File: config.mk
export PLATFORM = sky130hd
export DESIGN_NAME = apd_ctrl
export DESIGN_NICKNAME = d
export VERILOG_FILES = /design/src/rtl/apd_ctrl.sv
export SDC_FILE = /design/constraint.sdc
export NUM_CORES = 1
export LEC_CHECK = 0
export BUFFER_PORTS_ARGS = -buffer_cell sky130_fd_sc_hd__buf_2
export CORE_UTILIZATION = 43
export CTS_BUF_LIST = sky130_fd_sc_hd__clkbuf_16
export DETAILED_ROUTE_END_ITERATION = 10
export GPL_TIMING_DRIVEN = 1
export PLACE_DENSITY_LB_ADDON = 0.15
export SETUP_SLACK_MARGIN = 0.3
export SYNTH_ARGS = -nofsm -noshare
export SYNTH_HDL_FRONTEND = slang
export SYNTH_SLANG_ARGS = --single-unit
File: constraint.sdc
create_clock -name clk -period 1.5 [get_ports clk]
set_input_delay 0.075 -clock clk [delete_from_list [all_inputs] [get_ports clk]]
set_output_delay 0.075 -clock clk [all_outputs]
set_load 0.005 [all_outputs]
File: src/rtl/apd_ctrl.sv
module apd_ctrl #(
  parameter int DW     = 8,
  parameter int AW     = 2,
  parameter int IDLE_W = 4,
  parameter int SYNC_N = 2
) (
  input  logic          clk,
  input  logic          por_n,
  input  logic          rst_n,
  input  logic          wr_en,
  input  logic [AW-1:0] wr_addr,
  input  logic [DW-1:0] wr_data,
  input  logic [AW-1:0] rd_addr,
  output logic [DW-1:0] rd_data,
  input  logic          ale_i,
  input  logic          rd_i,
  input  logic          psen_i,
  input  logic          pin_i,
  output logic          ale_o,
  output logic          rd_o,
  output logic          psen_o,
  output logic          pin_o,
  output logic          pdn_o,
  output logic          buf_dis_o
);
  localparam logic [IDLE_W-1:0] IDLE_MAX = {IDLE_W{1'b1}};
  localparam logic [AW-1:0] A_MODE  = AW'(0);
  localparam logic [AW-1:0] A_BLOCK = AW'(1);
  localparam logic [AW-1:0] A_CTRL  = AW'(2);

  logic              en_q;
  logic [3:0]        blk_q;
  logic              frc_q;
  logic [SYNC_N:0]   sh_q;
  logic [IDLE_W-1:0] cnt_q;
  logic              act_det;

  always_ff @(posedge clk or negedge por_n) begin
    if (!por_n) begin
      en_q  <= 1'b0;
      blk_q <= '0;
      frc_q <= 1'b0;
    end else if (wr_en) begin
      case (wr_addr)
        A_MODE:  en_q  <= wr_data[1];
        A_BLOCK: blk_q <= wr_data[3:0];
        A_CTRL:  frc_q <= wr_data[0];
        default: ;
      endcase
    end
  end

  always_comb begin
    rd_data = '0;
    case (rd_addr)
      A_MODE:  rd_data[1]   = en_q;
      A_BLOCK: rd_data[3:0] = blk_q;
      A_CTRL:  rd_data[0]   = frc_q;
      default: ;
    endcase
  end

  always_ff @(posedge clk or negedge rst_n) begin
    if (!rst_n) sh_q <= '0;
    else        sh_q <= {sh_q[SYNC_N-1:0], ale_i};
  end

  assign act_det = sh_q[SYNC_N] ^ sh_q[SYNC_N-1];

  always_ff @(posedge clk or negedge rst_n) begin
    if (!rst_n)                cnt_q <= '0;
    else if (!en_q || act_det) cnt_q <= '0;
    else if (cnt_q != IDLE_MAX) cnt_q <= cnt_q + 1'b1;
  end

  assign pdn_o     = frc_q | (en_q & (cnt_q == IDLE_MAX));
  assign buf_dis_o = pdn_o;

  assign rd_o   = rd_i   & ~blk_q[0];
  assign psen_o = psen_i & ~blk_q[1];
  assign ale_o  = ale_i  & ~blk_q[2];
  assign pin_o  = pin_i  & ~blk_q[3];
endmodule

After elaboration in Yosys (flattened, before gate mapping)
Cells that the tools add are included.

cells by class
  $add $sub $neg = 1
  multipliers = 0
  divide/modulo/power cells = 0
  $lt $le $gt $ge = 0
  eq/ne operators = 6
  shifts and indexed selects = 0
  muxes and demuxes = 5
  bitwise logic cells = 11
  reductions and logical operators = 8

operators by type and width
  kind                                            number
  two-way mux 4 bit                               2
  AND reduction 2 bit                             3
  bitwise AND 1 bit                               5
  adder 4 x 1 -> 4 bit (second input constant)    1
  == test 2 x 1 -> 1 bit (second input constant)  2
  == test 2 bit (second input constant)           2
  == test 4 bit (second input constant)           1
  logical NOT 2 bit                               2
  inequality test 4 bit (second input constant)   1
  NOT 1 bit                                       4
  one-hot mux 1 bit (2 select lines)              2
  two-way mux 2 bit                               1
  nonzero test 2 bit                              1
  logical NOT 1 bit                               1
  logical OR 1 bit                                1
  OR 1 bit                                        1
  bitwise XOR 1 bit                               1

storage, ports and cells
  register bits after elaboration = 13
  latch bits = 0
  bits in writable memories = 0
  bits in read-only memories = 0
  bits of input ports = 20
  output and inout bits = 14
  word-level logic and storage cells = 36
  memories = 0

Longest topological paths before layout
  depth after elaboration = 3
  gate-level depth with buffers = 4
  mapped depth without buffers = 4

Worst setup path before layout
OpenSTA, ideal clock, no wires.

  path type = register to register
  start = register cnt_q[0]
  end = register cnt_q[0]
  setup time = 0.125 ns
  data arrival time = 1.001 ns
  required time = 1.375 ns
  setup slack = 0.374 ns
  cell stages (with the launch flop) = 5
  buffers on the path = 0
  clock period less this slack = 1.126 ns
  cell sequence = dfrtp_1 ha_1 nand4_1 mux2i_1 nor2_1

between the ends
  longest elaborated chain between the ends = 3
  elaborated cells between the ends (all ways) = 5
  classes of those cells = add/sub (1); eq/ne (1); mux (2); reduce/logical (1)

RTL lines
  element                 RTL line  text
  start, declared         35        logic [IDLE_W-1:0] cnt_q;
  start signal, assigned  73        else if (cnt_q != IDLE_MAX) cnt_q <= cnt_q + 1'b1;
  adder 4 x 1 -> 4 bit    73
  two-way mux 4 bit       73
  two-way mux 4 bit       72        else if (!en_q || act_det) cnt_q <= '0;

Parallel ways exist; a longest one is shown, timed or not. The select of a mux whose other input is x is not followed.
A chain may end at the register's enable or synchronous reset.

Worst setup path in the final report
  start = register cnt_q[0]
  end = output buf_dis_o

between the ends
  longest elaborated chain between the ends = 3

RTL lines
  element            RTL line  text
  == test 4 bit      76        assign pdn_o = frc_q | (en_q & (cnt_q == IDLE_MAX));
  bitwise AND 1 bit  76
  OR 1 bit           76
  end, declared      24        output logic buf_dis_o

No other way between the ends.

==> qor.csv <==
stage;metric;value;unit
critical_path;path_buf_inv;1;
final_layout;final_area;953;um^2
global_routing;grt_max_degree;8;
clock_network;clockRootBuffer;clkbuf_16;
place;pre_cts_ws;291;ps
place;hpwl;949;um
power;pwr-share-seq;0.393;
synthesis;yosysSeqAreaShare;0.476;
synthesis;syn_inst;64;
clock_network;numCtsBuffers;3;
place;place_area;802;um^2
clock_network;clk_latency;240;ps
die;die_area;1750;um^2
sta;tns;0;ps
critical_path;arrival;1110;ps
routing;drtIter0Drc;8;
place;port_buffers;25;
final_layout;fill_cells;132;
flow_run;maxCapViolations;0;
final_layout;syn_to_final_growth;39.6;%
synthesis;synth_edf_count;0;
clock_network;clk_pin_slew_worst_paths;40;ps
routing;num_vias;546;
routing;drt-vias-per-instance;4.79;
routing;drc;0;
synthesis;synth_cell_types;23;
synthesis;synth_area_leaders;dfrtp_1, mux2_2, ha_1, buf_4, nor2b_1;
place;place_congestion;0.745;
power;clockPowerShare;0.450;
power;ir_drop;0.827;mV
routing;antenna_left;0;
critical_path;required;1420;ps
die;io-pin-count;34;
critical_path;r2r_start;cnt_q[0];
sta;finalSetupViolCount;0;
clock_network;clock-sinks;13;
routing;wl;1250;um
critical_path;cp_cell_sequence;ha_4 > nand4_1 > nand2b_1 > buf_2;
sta;timing.final.ws_setup;315;ps
synthesis;synthArstFlopShare;1.00;
synthesis;syn_area;683;um^2
die;coreArea;1490;um^2
routing;drtPass1Iterations;2;
sta;skew;2.87;ps
sta;hold_violations;0;
die;die_y;41.9;um
die;start_util;0.459;
global_routing;grt_use_total;0.168;
die;std_cell_rows;14;
global_routing;grt_pass1_vias;548;
clock_network;clockBufferDepth;2;
critical_path;critPathSlowestCell;dfrtp_1;
critical_path;rr_endpoint;cnt_q[1];
power;combPwrFrac;0.157;
final_layout;n_antenna_cell;0;
synthesis;ys_warn_count;0;
die;die_w;41.9;um
power;power-per-cell-area;1130;nW/um^2
critical_path;crit_path_end;buf_dis_o;
critical_path;reg2reg_slack;340;ps
synthesis;avgSynthCellArea;10.7;um^2
critical_path;startpoint;cnt_q[0];
sta;slew_viol_final;0;
critical_path;crit_family;flip-flops;
synthesis;yosys.area.top_type_share;0.476;
synthesis;synth_ff_type;dfrtp_1;
final_layout;multi_input_area;333;um^2
final_layout;fin_nets;123;
final_layout;seq_area;325;um^2
sta;post-route-min-period;1180;ps
critical_path;crit_path_max_incr_delay;410;ps
run_status;outcome;completed;
power;leakage;0.501;nW
global_routing;grt_overflow_total;0;
sta;max_freq;844;MHz
critical_path;rr_worst_depth;5;
power;switching_share;0.221;
critical_path;start_kind;flop;
final_layout;drive_gt1_frac;0.388;
global_routing;grt_pass1_wl;2190;um
critical_path;worstSetupEndpointType;output pin;
synthesis;synth_top_area_cell;dfrtp_1;
critical_path;criticalPathCategory;reg2out;
sta;fin_crit_sh;0.790;
power;p_switching;0.000238;W
synthesis;synth_seq_cells;13;
critical_path;crit_cells;4;
sta;rsz0062_at_grt;true;
power;p_int;0.000841;W
global_routing;antenna_found_initial;0;
worst_hold_path;min_path_type;in2reg;
clock_network;h-tree-depth;1;
routing;wl_per_cell;11.0;um
critical_path;cp_max_fo;2;
clock_network;cts_tree;done;
[how the worst min path moves through the flow]
stage	endpoint	slack (ps)	from	cells after the start
finish	blk_q[3]	70	wr_data[3]	2
global route	en_q	60	wr_data[1]	3
CTS	en_q	60	wr_data[1]	3
detailed placement	blk_q[3]	-90	por_n	1
global placement	blk_q[3]	-100	por_n	1
floorplan	blk_q[0]	-220	por_n	0
[layer usage]
metal | GRT usage | up-vias | share of wire
li1 | - | 271 | -
met1 | 0.199 | 254 | 0.44
met2 | 0.278 | 19 | 0.51
met3 | 0.0391 | 2 | 0.046
met4 | 0.0968 | 0 | 0.0064
met5 | 0 | - | 0
[worst reg2reg max path: stages (launching register included)]
cell,delay (ps)
dfrtp_1,410
ha_4,170
nand4_1,90
buf_4,130
mux2i_1,170
nor2_1,60
[registers in the layout, summed over array words and instances, names as in the netlist]
signal  cells
blk_q       4
cnt_q       4
en_q        1
frc_q       1
sh_q        3
[synth_stat cells (all sizes together), types with 2 or more instances]
| master | instances |
|---|---|
| dfrtp | 13 |
| and2 | 3 |
| mux2i | 2 |
| inv | 3 |
| nor2b | 6 |
| ha | 4 |
| nor3 | 2 |
| nor3b | 2 |
| buf | 5 |
| nand2 | 3 |
| nor2 | 5 |
| mux2 | 5 |
[what timing repair did]
item | CTS | global route
gates resized for setup | 2 | 0
pin swaps | 1 | 0
setup endpoints to repair | 4 | 4
endpoints found under the hold margin | 14 | 0
hold buffers | 3 | 0
buffers inserted | 4 | 0
[layout make-up]
cell class | instances | area share
inverters | 3 | 0.0118
clock buffers | 3 | 0.0787
well taps | 16 | 0.0210
flip-flops and latches | 13 | 0.341
repair buffers | 32 | 0.194
clock inverters | 1 | 0.00394
multi-input cells | 46 | 0.349
[placed cells by master, fill, tap and decap left out, types with 2 or more instances in the layout]
cell	instances
buf_2	25
dfrtp_1	13
nor2b_1	6
mux2_2	5
nor2_1	5
inv_1	4
conb_1	4
buf_4	4
and2_1	3
nand2_1	3
ha_1	3
clkbuf_16	3
dlygate4sd3_1	3
nor3b_1	2
nor3_1	2
mux2i_1	2
[kinds of logic (layout without fill, tap and decap cells)]
family,count (synthesis),after routing,share of synthesized area
AND/OR/NAND/NOR,26,26,0.209
flip-flops,13,13,0.476
buffers and inverters,8,39,0.0714
multiplexers,7,7,0.112
adder cells (fa/ha/maj),4,4,0.0733
AO/OA/AOI/OAI,4,4,0.0403
other,1,4,0.00549
XOR/XNOR,1,1,0.0128
[power groups by stage]
stage	logic (W)	registers [W]	clock network, W
global route	0.000190	0.000431	0.000519
CTS	0.000172	0.000424	0.000493
detailed placement	0.000153	0.000430	0
floorplan	0.0000999	0.000419	0
global placement	0.000148	0.000428	0
finish	0.000169	0.000424	0.000486
[stage by stage]
step | std cells | hold slack (ps) | total power [W] | util
after CTS | 114 | 63.4 | 0.00109 | 0.640
final | 114 | 67.1 | 0.00108 | 0.640
after global placement | 103 | -96.6 | 0.000576 | 0.539
after global routing | 114 | 59.1 | 0.00114 | 0.640
after floorplan | 67 | -221 | 0.000519 | -
after detailed placement | 103 | -93.7 | 0.000583 | 0.539
Power figures use the tool's default switching activity.
